<file path="config.mk">
export PLATFORM = sky130hd
export DESIGN_NAME = usb_ep_irq_agg
export DESIGN_NICKNAME = d
export VERILOG_FILES = /design/src/rtl/usb_ep_irq_pkg.sv /design/src/rtl/usb_ep_irq_ctrl.sv /design/src/rtl/usb_ep_irq_dp.sv /design/src/rtl/usb_ep_irq_agg.sv
export SDC_FILE = /design/constraint.sdc
export NUM_CORES = 1
export LEC_CHECK = 0
export ABC_AREA = 1
export BUFFER_PORTS_ARGS = -buffer_cell sky130_fd_sc_hd__buf_2
export CELL_PAD_IN_SITES_DETAIL_PLACEMENT = 0
export CELL_PAD_IN_SITES_GLOBAL_PLACEMENT = 2
export CORE_ASPECT_RATIO = 0.6
export CORE_MARGIN = 2
export CORE_UTILIZATION = 18
export DETAILED_ROUTE_END_ITERATION = 8
export PLACE_DENSITY_LB_ADDON = 0.2
export REMOVE_ABC_BUFFERS = 1
export SLEW_MARGIN = 20
export SYNTH_ARGS = -nofsm -noshare
export SYNTH_HDL_FRONTEND = slang
export SYNTH_SLANG_ARGS = --single-unit
</file>
<file path="constraint.sdc">
create_clock -name clk -period 0.8 [get_ports clk]
set_input_delay 0.08 -clock clk [delete_from_list [all_inputs] [get_ports clk]]
set_output_delay 0.08 -clock clk [all_outputs]
set_load 0.05 [all_outputs]
</file>
<file path="src/rtl/usb_ep_irq_pkg.sv">
package usb_ep_irq_pkg;

  localparam int REG_W     = 32;
  localparam int FRAME_BIT = 30;
  localparam int DEV_BIT   = 31;

  typedef enum logic [1:0] {
    SEL_CLEAR  = 2'd0,
    SEL_SET    = 2'd1,
    SEL_ENABLE = 2'd2,
    SEL_NONE   = 2'd3
  } regSel_e;

  typedef struct packed {
    logic [REG_W-1:0] hwSet;
    logic [REG_W-1:0] swClr;
    logic [REG_W-1:0] swSet;
    logic             enWr;
    logic [REG_W-1:0] enData;
  } irqCtl_t;

  function automatic logic [REG_W-1:0] validMask(input int epBits);
    logic [REG_W-1:0] m;
    m = '0;
    for (int i = 0; i < epBits; i++) m[i] = 1'b1;
    m[FRAME_BIT] = 1'b1;
    m[DEV_BIT]   = 1'b1;
    return m;
  endfunction

endpackage

</file>
<file path="src/rtl/usb_ep_irq_ctrl.sv">
module usb_ep_irq_ctrl
  import usb_ep_irq_pkg::*;
#(
  parameter int NUM_EP = 5,
  localparam int EP_BITS = 2 * NUM_EP
) (
  input  logic [EP_BITS-1:0] epDoneStb,
  input  logic [EP_BITS-1:0] epSkipStb,
  input  logic [EP_BITS-1:0] epNakStb,
  input  logic               setupStb,
  input  logic               nakIrqCtrlOut,
  input  logic               nakIrqCtrlIn,
  input  logic               nakIrqBulkOut,
  input  logic               nakIrqBulkIn,
  input  logic               msTick,
  input  logic               connectOn,
  input  logic               vbusOk,
  input  logic               devEventStb,
  input  logic               wrEn,
  input  logic [1:0]         wrSel,
  input  logic [REG_W-1:0]   wrData,
  output irqCtl_t            ctl
);

  localparam logic [REG_W-1:0] VALID = validMask(EP_BITS);

  logic [EP_BITS-1:0] nakGate;
  logic [EP_BITS-1:0] epSet;
  regSel_e            selDec;

  // Each endpoint bit picks the NAK control of its class
  for (genvar i = 0; i < EP_BITS; i++) begin : g_nakGate
    if (i == 0) begin : g_ctrlOut
      assign nakGate[i] = nakIrqCtrlOut;
    end else if (i == 1) begin : g_ctrlIn
      assign nakGate[i] = nakIrqCtrlIn;
    end else if ((i % 2) == 0) begin : g_bulkOut
      assign nakGate[i] = nakIrqBulkOut;
    end else begin : g_bulkIn
      assign nakGate[i] = nakIrqBulkIn;
    end
  end

  assign selDec = regSel_e'(wrSel);

  always_comb begin
    epSet    = epDoneStb | epSkipStb | (epNakStb & nakGate);
    epSet[0] = epSet[0] | setupStb;
  end

  always_comb begin
    ctl = '0;
    ctl.hwSet[EP_BITS-1:0] = epSet;
    ctl.hwSet[FRAME_BIT]   = msTick & connectOn & vbusOk;
    ctl.hwSet[DEV_BIT]     = devEventStb;
    if (wrEn) begin
      unique case (selDec)
        SEL_CLEAR:  ctl.swClr = wrData & VALID;
        SEL_SET:    ctl.swSet = wrData & VALID;
        SEL_ENABLE: begin
          ctl.enWr   = 1'b1;
          ctl.enData = wrData & VALID;
        end
        default: ;
      endcase
    end
  end

endmodule

</file>
<file path="src/rtl/usb_ep_irq_dp.sv">
module usb_ep_irq_dp
  import usb_ep_irq_pkg::*;
#(
  parameter int NUM_EP = 5,
  localparam int EP_BITS = 2 * NUM_EP
) (
  input  logic             clk,
  input  logic             rstN,
  input  irqCtl_t          ctl,
  input  logic [1:0]       rdSel,
  output logic [REG_W-1:0] statusQ,
  output logic [REG_W-1:0] enableQ,
  output logic [REG_W-1:0] rdData,
  output logic             irqOut
);

  localparam logic [REG_W-1:0] VALID = validMask(EP_BITS);

  logic [REG_W-1:0] statusNext;

  // Sets are ORed in after the clear, so an event beats a clear
  assign statusNext = ((statusQ & ~ctl.swClr) | ctl.swSet | ctl.hwSet) & VALID;

  always_ff @(posedge clk) begin
    if (!rstN) begin
      statusQ <= '0;
      enableQ <= '0;
    end else begin
      statusQ <= statusNext;
      if (ctl.enWr) enableQ <= ctl.enData;
    end
  end

  always_comb begin
    unique case (regSel_e'(rdSel))
      SEL_CLEAR, SEL_SET: rdData = statusQ;
      SEL_ENABLE:         rdData = enableQ;
      default:            rdData = '0;
    endcase
  end

  assign irqOut = |(statusQ & enableQ);

endmodule

</file>
<file path="src/rtl/usb_ep_irq_agg.sv">
module usb_ep_irq_agg
  import usb_ep_irq_pkg::*;
#(
  parameter int NUM_EP = 5,
  localparam int EP_BITS = 2 * NUM_EP
) (
  input  logic               clk,
  input  logic               rstN,
  input  logic [EP_BITS-1:0] epDoneStb,
  input  logic [EP_BITS-1:0] epSkipStb,
  input  logic [EP_BITS-1:0] epNakStb,
  input  logic               setupStb,
  input  logic               nakIrqCtrlOut,
  input  logic               nakIrqCtrlIn,
  input  logic               nakIrqBulkOut,
  input  logic               nakIrqBulkIn,
  input  logic               msTick,
  input  logic               connectOn,
  input  logic               vbusOk,
  input  logic               devEventStb,
  input  logic               wrEn,
  input  logic [1:0]         wrSel,
  input  logic [31:0]        wrData,
  input  logic [1:0]         rdSel,
  output logic [31:0]        rdData,
  output logic               irqOut
);

  irqCtl_t          ctl;
  logic [REG_W-1:0] statusQ;
  logic [REG_W-1:0] enableQ;

  usb_ep_irq_ctrl #(.NUM_EP(NUM_EP)) u_ctrl (
    .epDoneStb     (epDoneStb),
    .epSkipStb     (epSkipStb),
    .epNakStb      (epNakStb),
    .setupStb      (setupStb),
    .nakIrqCtrlOut (nakIrqCtrlOut),
    .nakIrqCtrlIn  (nakIrqCtrlIn),
    .nakIrqBulkOut (nakIrqBulkOut),
    .nakIrqBulkIn  (nakIrqBulkIn),
    .msTick        (msTick),
    .connectOn     (connectOn),
    .vbusOk        (vbusOk),
    .devEventStb   (devEventStb),
    .wrEn          (wrEn),
    .wrSel         (wrSel),
    .wrData        (wrData),
    .ctl           (ctl)
  );

  usb_ep_irq_dp #(.NUM_EP(NUM_EP)) u_dp (
    .clk     (clk),
    .rstN    (rstN),
    .ctl     (ctl),
    .rdSel   (rdSel),
    .statusQ (statusQ),
    .enableQ (enableQ),
    .rdData  (rdData),
    .irqOut  (irqOut)
  );

endmodule

</file>
==> results of run 1 <==
-- kinds of logic (layout without fill, tap and decap cells) --
group	Yosys count	after routing	share of synthesized area
buf+inv	51	114	0.192
simple gates	109	109	0.290
flops	24	24	0.323
compound gates	56	56	0.192
other cells	1	20	0.00252
-- worst min path at each step --
stage / startpoint / endpoint / cells after the start
floorplan: rstN / u_dp.enableQ[0]$_SDFFE_PN0P_ / 2
global placement: devEventStb / u_dp.statusQ[31]$_SDFF_PN0_ / 3
detailed placement: devEventStb / u_dp.statusQ[31]$_SDFF_PN0_ / 3
CTS: devEventStb / u_dp.statusQ[31]$_SDFF_PN0_ / 3
global route: wrData[6] / u_dp.enableQ[6]$_SDFFE_PN0P_ / 3
finish: devEventStb / u_dp.statusQ[31]$_SDFF_PN0_ / 3
-- metal layers --
| metal | share of wire | vias up | track usage | routed length [um] |
|---|---|---|---|---|
| li1 | - | 892 | - | - |
| met3 | 0.053 | 2 | 0.0291 | 265 |
| met2 | 0.39 | 43 | 0.165 | 1940 |
| met1 | 0.56 | 734 | 0.175 | 2800 |
| met5 | 0 | - | 0 | 0 |
| met4 | 0.0042 | 0 | 0.0153 | 21 |
-- critical path: cells and delay by family (launching register included) --
kind	cells	cell delay [ns]
compound gates	1	0.13
simple gates	3	0.24
flops	1	0.33
buf+inv	1	0.16
-- power by group through the flow --
| stage | Sequential, mW | Clock [mW] | Combinational, mW |
|---|---|---|---|
| floorplan | 1.33 | 0 | 0.654 |
| global route | 1.35 | 1.30 | 1.33 |
| global placement | 1.34 | 0 | 1.05 |
| CTS | 1.34 | 1.25 | 1.21 |
| detailed placement | 1.34 | 0 | 1.05 |
| finish | 1.34 | 1.20 | 1.23 |
-- sequential cells by signal (all words and copies together), names as in the netlist --
signal        flops
u_dp.statusQ     12
u_dp.enableQ     12
-- per-stage QoR --
step	total power [mW]	cell area, um2	setup slack (ns)	hold WS (ns)
floorplan	1.98	1360	-0.721	0.216
global placement	2.39	1990	-0.272	0.335
detailed placement	2.40	1990	-0.296	0.339
CTS	3.79	2300	-0.429	0.0680
global route	3.98	2360	-0.458	0.0924
finish	3.76	2360	-0.402	0.0701
-- synthesized netlist by cell type --
library cell	number	area (um2)
dfxtp_1	24	480
nor2_1	53	199
nand3_2	1	10.0
clkbuf_1	3	11.3
buf_6	2	22.5
clkinv_1	1	3.75
nand2_1	43	161
o22ai_1	4	25.0
o21ai_1	18	90.1
buf_2	3	15.0
conb_1	1	3.75
inv_2	3	11.3
nand2_2	1	6.26
inv_1	19	71.3
o21ai_0	17	85.1
nand3_1	11	55.1
a21oi_1	17	85.1
buf_4	20	150
-- final cells by class --
type | instances | area (um2)
clock buffer | 4 | 88.8
fill | 929 | 5590
inverter | 23 | 86.3
multi-input combinational | 185 | 927
sequential | 24 | 510
tap | 108 | 135
timing repair buffer | 87 | 612
-- repair_timing --
| item | 4_1_cts | 5_1_grt |
|---|---|---|
| endpoints found under the setup margin | 13 | 13 |
| resized for setup | 84 | 20 |
| setup buffers | 1 | 1 |
| pin swaps | 8 | 6 |
-- cell usage in the layout, fill, tap and decap left out, drive strengths merged --
master | Yosys | layout
a21oi | 17 | 17
buf | 25 | 87
clkbuf | 3 | 4
clkinv | 1 | 1
conb | 1 | 20
dfxtp | 24 | 24
inv | 22 | 22
nand2 | 44 | 44
nand3 | 12 | 12
nor2 | 53 | 53
o21ai | 35 | 35
o22ai | 4 | 4
==> impl_metrics.toml, run 1 <==
[worst_setup_path]
reg2reg_to = "u_dp.enableQ[0]$_SDFFE_PN0P_"
slowest_stage = "dfxtp_2"
worstSetupEndpoint = "irqOut"
cp.arrival_ns = 1.12
worstSetupStartpoint = "u_dp.enableQ[3]$_SDFFE_PN0P_"
cp.required_ns = 0.72
worst_path_largest_cell_delay_ns = 0.33
cpMostUsedCell = "nand3_2"
crit_fanout = 3
critPathCaptureType = "output port"
startpoint_type = "flop"
reg2regPathDepth = 4
crit_chain = "nand2_2 -> nand3_2 -> a21oi_2 -> nand3_2 -> buf_6"
critPathKind = "reg -> out"
ff2ff_setup_slack_ns = 0.03
r2r-start = "u_dp.enableQ[0]$_SDFFE_PN0P_"

[timing]
min_period_ns = 1.20
slew_headroom = 0.665
tightest_slew_ns = 0.502
worst_slack_ns = -0.402
max_freq_ghz = 0.832
hold_viol = 0
rsz0062_at_grt = "true"
post-route-period-util = 1.50
worst_clock_skew_ns = 0
tns_ns = -3.52
setup_violations = 13
drv_slew = 0

[status]
violations = "setup timing"
status = "finished, violations left"

[yosys]
yosysSeqAreaShare = 0.323
ys_warn_count = 0
synth-seq-cells = 24
netlist_area_um2 = 1490
synth_area_per_cell_um2 = 6.17
synth_cell_types = 18
syn_inst = 241

[clock_tree]
cts_sinks = 24
clk_pin_slew_ns = 0.06
clkLatencyLatePin_ns = 0.25
cts-root-buf = "clkbuf_16"
h-tree-depth = 1
ctsHoldBuffers = 0
cts-buffers-inserted = 3
cts_tree = "built"
clockBufferDepth = 2

[detailed_routing]
drtIter0Drc = 51
ant_nets = 0
wl_per_cell_um = 11.7
drt-total-wl_um = 5020
via_count = 1671
vias_per_cell = 3.88
drtPass1Iterations = 6
drc = 0

[floorplan]
start_util = 0.187
die_x_um = 121
core-area_um2 = 7950
rows = 25
io_pins = 111
die_y_um = 74.4
dieArea_um2 = 9020

[pwr]
p_clk_frac = 0.318
combinationalPowerShare = 0.326
vdd_ir_drop_max_uv = 775
power.density_nw_per_um2 = 1590
cellInternalPower_mw = 2.48
swShare = 0.340
leakagePower_nw = 1.11
p_seq_frac = 0.356
p_sw_mw = 1.28

[global_routing]
grt_pass1_vias = 1547
grt_first_pass_wirelength_um = 7880
antenna_found_initial = 0
grt.overflow.total = 0
grt_max_degree = 18
grtUsageTotal = 0.115

[finish]
fin_nets = 402
diodes = 0
drive_above_1_share = 0.477
area_delta_synth_final_pct = 58.8
finalNonFillerCells = 431
fin_util = 0.297

[placed_design]
finalWeightedCongestion = 0.740
io_buffers = 70
dp_hpwl_um = 3930
post-place-cells = 425

[job]
cap_violations = 0

[hold_path]
hp-class = "in -> reg"
Power figures use the tool's default switching activity.
==> run 2: changes to the inputs <==
--- a/config.mk
+++ b/config.mk
@@ -9,12 +9,13 @@
 export BUFFER_PORTS_ARGS = -buffer_cell sky130_fd_sc_hd__buf_2
 export CELL_PAD_IN_SITES_DETAIL_PLACEMENT = 0
 export CELL_PAD_IN_SITES_GLOBAL_PLACEMENT = 2
-export CORE_ASPECT_RATIO = 0.6
+export CORE_ASPECT_RATIO = 0.5
 export CORE_MARGIN = 2
 export CORE_UTILIZATION = 18
 export DETAILED_ROUTE_END_ITERATION = 8
 export PLACE_DENSITY_LB_ADDON = 0.2
 export REMOVE_ABC_BUFFERS = 1
+export SKIP_CTS_REPAIR_TIMING = 1
 export SLEW_MARGIN = 20
 export SYNTH_ARGS = -nofsm -noshare
 export SYNTH_HDL_FRONTEND = slang
==> run 2 against run 1 <==
Compared with the run above: the flow still finishes with violations (setup timing); register-to-register slack about the same; setup slack worse by 0.0026 ns; clock power about the same; sequential share of layout area down 0.082 points; total power down 0.33%; global-route usage down 0.50 points; clock skew unchanged; cell area down 0.85%; first-iteration DRC count down 7.8%; combinational power about the same; cell count up 0.46%; largest cell class unchanged.
==> impl_metrics.toml, run 2 (same netlist as run 1, synthesis figures left out) <==
[detailed_routing]
vias_per_cell = 3.85
via_count = 1668
ant_nets = 0
wl_per_cell_um = 11.8
drt-total-wl_um = 5130
drtIter0Drc = 47
drc = 0
drtPass1Iterations = 4

[timing]
worst_slack_ns = -0.404
hold_viol = 0
setup_violations = 13
drv_slew = 0
tns_ns = -3.40
rsz0062_at_grt = "true"
post-route-period-util = 1.51
max_freq_ghz = 0.830
worst_clock_skew_ns = 0
min_period_ns = 1.20
worst_hold_slack_ns = 0.0716

[pwr]
p_seq_frac = 0.357
leakagePower_nw = 1.10
swShare = 0.341
power.density_nw_per_um2 = 1600
p_sw_mw = 1.28
cellInternalPower_mw = 2.47
power_mw = 3.75
p_clk_frac = 0.321
vdd_ir_drop_max_uv = 622
combinationalPowerShare = 0.322

[clock_tree]
clkLatencyLatePin_ns = 0.26
h-tree-depth = 1
cts-buffers-inserted = 3
cts-root-buf = "clkbuf_16"
clockBufferDepth = 2
clk_pin_slew_ns = 0.06
cts_tree = "built"
cts_sinks = 24

[global_routing]
use_met2 = 0.185
grt_pass1_vias = 1479
grt_use_met3 = 0.0200
grtUsageTotal = 0.110
antenna_found_initial = 0
grt_max_degree = 18
grt_first_pass_wirelength_um = 7440
grt.overflow.total = 0
busiest_layer = "met2"
use_met1 = 0.148

[finish]
area_delta_synth_final_pct = 57.4
drive_above_1_share = 0.458
final_common_cell = "buf_2"
diodes = 0
top_regs = "u_dp.enableQ (12), u_dp.statusQ (12)"
fin_nets = 400
fin_util = 0.292
mostFrequentLayoutCells = "buf_2 (57), nor2_1 (51), nand2_1 (39)"
num-fill-cells = 879

[worst_setup_path]
cp.arrival_ns = 1.12
critPathKind = "reg -> out"
reg2regPathDepth = 4
critPathCaptureType = "output port"
cp.required_ns = 0.72
r2r-start = "u_dp.enableQ[3]$_SDFFE_PN0P_"
crit_fanout = 2
reg2reg_to = "u_dp.enableQ[3]$_SDFFE_PN0P_"
ff2ff_setup_slack_ns = 0.03
startpoint_type = "flop"

[floorplan]
dieArea_um2 = 9040
die_x_um = 133
start_util = 0.186
rows = 23
core-area_um2 = 8000
die_y_um = 68.3
io_pins = 111

[hold_path]
whs_endpoint = "u_dp.statusQ[31]$_SDFF_PN0_"
holdPathStages = 3
hp-class = "in -> reg"
hp-start = "devEventStb"

[placed_design]
pre_cts_ws_ns = -0.292
dp_hpwl_um = 3940
finalWeightedCongestion = 0.739
io_buffers = 70

[job]
cap_violations = 0

[status]
status = "finished, violations left"
violations = "setup timing"
[run 2: worst max-delay path, cell delays in order, from the launching register on]
cell and delay (ns):
dfxtp_1 0.34, inv_1 0.07, o21ai_0 0.16, nor2_1 0.06, nand3_1 0.09, buf_6 0.16
[run 2: power groups by stage]
stage	sequential (mW)	clock, mW	combinational (mW)
6_report	1.34	1.20	1.21
3_5_place_dp	1.34	0	1.06
2_1_floorplan	1.33	0	0.654
5_1_grt	1.35	1.30	1.30
4_1_cts	1.32	1.24	1.06
3_3_place_gp	1.34	0	1.06
[run 2: layer usage]
layer,wire [um],part of all wire
met1,2580,0.50
met2,2350,0.46
met3,185,0.036
met4,21,0.0041
met5,0,0
[run 2: worst max-delay path by stage]
stage | startpoint | endpoint | slack, ns | depth (start not counted)
final | u_dp.statusQ[31]$_SDFF_PN0_ | irqOut | -0.40 | 5
after global routing | u_dp.enableQ[6]$_SDFFE_PN0P_ | irqOut | -0.46 | 5
after CTS | u_dp.statusQ[7]$_SDFF_PN0_ | irqOut | -0.53 | 5
after detailed placement | rdSel[0] | rdData[7] | -0.29 | 5
after global placement | rdSel[0] | rdData[7] | -0.28 | 5
after floorplan | u_dp.statusQ[2]$_SDFF_PN0_ | rdData[2] | -0.72 | 2
[run 2: metrics by stage]
step,std cells,cell area (um2)
2_1_floorplan,232,1360
3_3_place_gp,427,2010
3_5_place_dp,427,2010
4_1_cts,431,2100
5_1_grt,433,2340
6_report,433,2340
[run 2: final cells by class]
| cell class | instances | area (um2) | share of cell area |
|---|---|---|---|
| clock buffer | 4 | 88.8 | 0.0380 |
| inverter | 23 | 90.1 | 0.0385 |
| multi-input combinational | 185 | 902 | 0.386 |
| sequential | 24 | 504 | 0.216 |
| tap | 112 | 140 | 0.0599 |
| timing repair buffer | 85 | 614 | 0.263 |
==> run 3: changes to the inputs <==
--- a/config.mk
+++ b/config.mk
@@ -11,7 +11,7 @@
 export CELL_PAD_IN_SITES_GLOBAL_PLACEMENT = 2
 export CORE_ASPECT_RATIO = 0.5
 export CORE_MARGIN = 2
-export CORE_UTILIZATION = 18
+export CORE_UTILIZATION = 16
 export DETAILED_ROUTE_END_ITERATION = 8
 export PLACE_DENSITY_LB_ADDON = 0.2
 export REMOVE_ABC_BUFFERS = 1
@@ -20,3 +20,4 @@
 export SYNTH_ARGS = -nofsm -noshare
 export SYNTH_HDL_FRONTEND = slang
 export SYNTH_SLANG_ARGS = --single-unit
+export TNS_END_PERCENT = 20
==> constraint.sdc (replaced) <==
create_clock -name clk -period 1.1 [get_ports clk]
set_input_delay 0.11 -clock clk [delete_from_list [all_inputs] [get_ports clk]]
set_output_delay 0.11 -clock clk [all_outputs]
set_load 0.05 [all_outputs]
==> run 3 against run 2 <==
Compared with the run above: the run still ends with setup timing left; largest cell class unchanged; setup slack better by 0.24 ns; critical path depth stayed put; core utilization is 4.0 points lower; global-route usage is 0.90 points lower; sequential power is 28% lower; register-to-register slack better by 0.38 ns; sequential share of layout area is 0.91 points higher; hold slack better by 0.033 ns.
==> impl_metrics.toml, run 3 (same netlist as run 1, synthesis figures left out) <==
[status]
status = "finished, violations left"
violations = "setup timing"

[clock_tree]
cts-buffers-inserted = 3
cts_sinks = 24
h-tree-depth = 1
clockBufferDepth = 2
clkLatencyLatePin_ns = 0.25
clk_pin_slew_ns = 0.06
cts_tree = "built"
cts-root-buf = "clkbuf_16"

[timing]
worst_clock_skew_ns = 0
drv_slew = 0
worst_slack_ns = -0.164
min_period_ns = 1.26
setup_violations = 4
max_freq_ghz = 0.791
hold_viol = 0
post-route-period-util = 1.15
tns_ns = -0.238
rsz0062_at_grt = "true"

[detailed_routing]
ant_nets = 0
drt-total-wl_um = 4960
drc = 0
drtPass1Iterations = 4
wl_per_cell_um = 11.4
via_count = 1679
vias_per_cell = 3.84
drtIter0Drc = 31

[finish]
fin_util = 0.253
num-fill-cells = 982
final_common_cell = "buf_2"
area_delta_synth_final_pct = 50.7
drive_above_1_share = 0.409
regArea_um2 = 503
multi_input_area_um2 = 872
fin_nets = 399
diodes = 0
finalNonFillerCells = 437
design_area_um2 = 2240
mostFrequentLayoutCells = "buf_2 (56), nor2_1 (53), nand2_1 (42)"
top_regs = "u_dp.enableQ (12), u_dp.statusQ (12)"

[placed_design]
io_buffers = 70
finalWeightedCongestion = 0.801
pre_cts_ws_ns = -0.0289
placement.cell_area_um2 = 1960
post-place-cells = 433
dp_hpwl_um = 3990

[worst_setup_path]
cp_top_family = "flip-flops"
slowest_stage = "dfxtp_2"
crit_chain = "nand2_2 -> nand3_2 -> a21oi_2 -> nand3_1 -> buf_6"
cp.arrival_ns = 1.15
worst_path_largest_cell_delay_ns = 0.33
startpoint_type = "flop"
crit_fanout = 3
critPathKind = "reg -> out"
cp.required_ns = 0.99
crit_buf_inv = 1
critPathCaptureType = "output port"

[global_routing]
grt_max_degree = 19
grt_first_pass_wirelength_um = 7960
grt_pass1_vias = 1620
grtUsageTotal = 0.101
antenna_found_initial = 0
grt.overflow.total = 0

[floorplan]
dieArea_um2 = 10100
start_util = 0.168
die_x_um = 140
rows = 24
io_pins = 111
core-area_um2 = 8860
die_y_um = 72.2

[pwr]
vdd_ir_drop_max_uv = 499
power.density_nw_per_um2 = 1190
leakagePower_nw = 1.07

[hold_path]
hp-class = "in -> reg"

[job]
cap_violations = 0
-- run 3: changes by cell type in the layout (fill, tap and decap cells not counted), moves of 2 or more --
cell     before  now
buf_12        5    0
buf_4         8   13
inv_1        11   17
inv_2        11    5
nand2_1      39   42
nand2_2       5    2
nand3_1       6    8
nand3_2       6    4
nor2_1       51   53
nor2_2        2    0
-- run 3: power breakdown --
part / internal [mW] / total (mW) / switching [mW]
Sequential: 0.932 / 0.968 / 0.0358
Clock: 0.556 / 0.863 / 0.308
Combinational: 0.278 / 0.829 / 0.551
Total: 1.77 / 2.66 / 0.894
-- run 3: cell type report --
| cell class | instances | area share |
|---|---|---|
| Multi-Input combinational cell | 185 | 0.389 |
| Timing Repair Buffer | 84 | 0.242 |
| Sequential cell | 24 | 0.225 |
| Tap cell | 117 | 0.0654 |
| Clock buffer | 4 | 0.0397 |
| Inverter | 23 | 0.0385 |
-- run 3: path summary, 6_finish.rpt --
check | cells after the start | slack, ns | from | endpoint
max | 5 | -0.16 | u_dp.enableQ[3]$_SDFFE_PN0P_ | irqOut
min | 3 | 0.10 | devEventStb | u_dp.statusQ[31]$_SDFF_PN0_
max reg2reg | 3 | 0.41 | u_dp.statusQ[8]$_SDFF_PN0_ | u_dp.statusQ[8]$_SDFF_PN0_
min reg2reg | 2 | 0.49 | u_dp.statusQ[2]$_SDFF_PN0_ | u_dp.statusQ[2]$_SDFF_PN0_
-- run 3: worst reg2reg max path, cell delays in order (launching register included) --
cell and delay, ns:
dfxtp_2 0.32, buf_4 0.12, o21ai_1 0.06, a21oi_1 0.08
-- run 3: per-layer routing --
metal / global-route usage / wire, um
met1: 0.129 / 2400
met2: 0.180 / 2320
met3: 0.0211 / 203
met4: 0.0168 / 35
met5: 0 / 0
-- run 3: stage by stage --
| step | hold WS, ns | total power [mW] |
|---|---|---|
| global placement | 0.356 | 1.72 |
| CTS | 0.103 | 2.60 |
| finish | 0.104 | 2.66 |
| global route | 0.116 | 2.82 |
| detailed placement | 0.376 | 1.72 |
| floorplan | 0.246 | 1.44 |
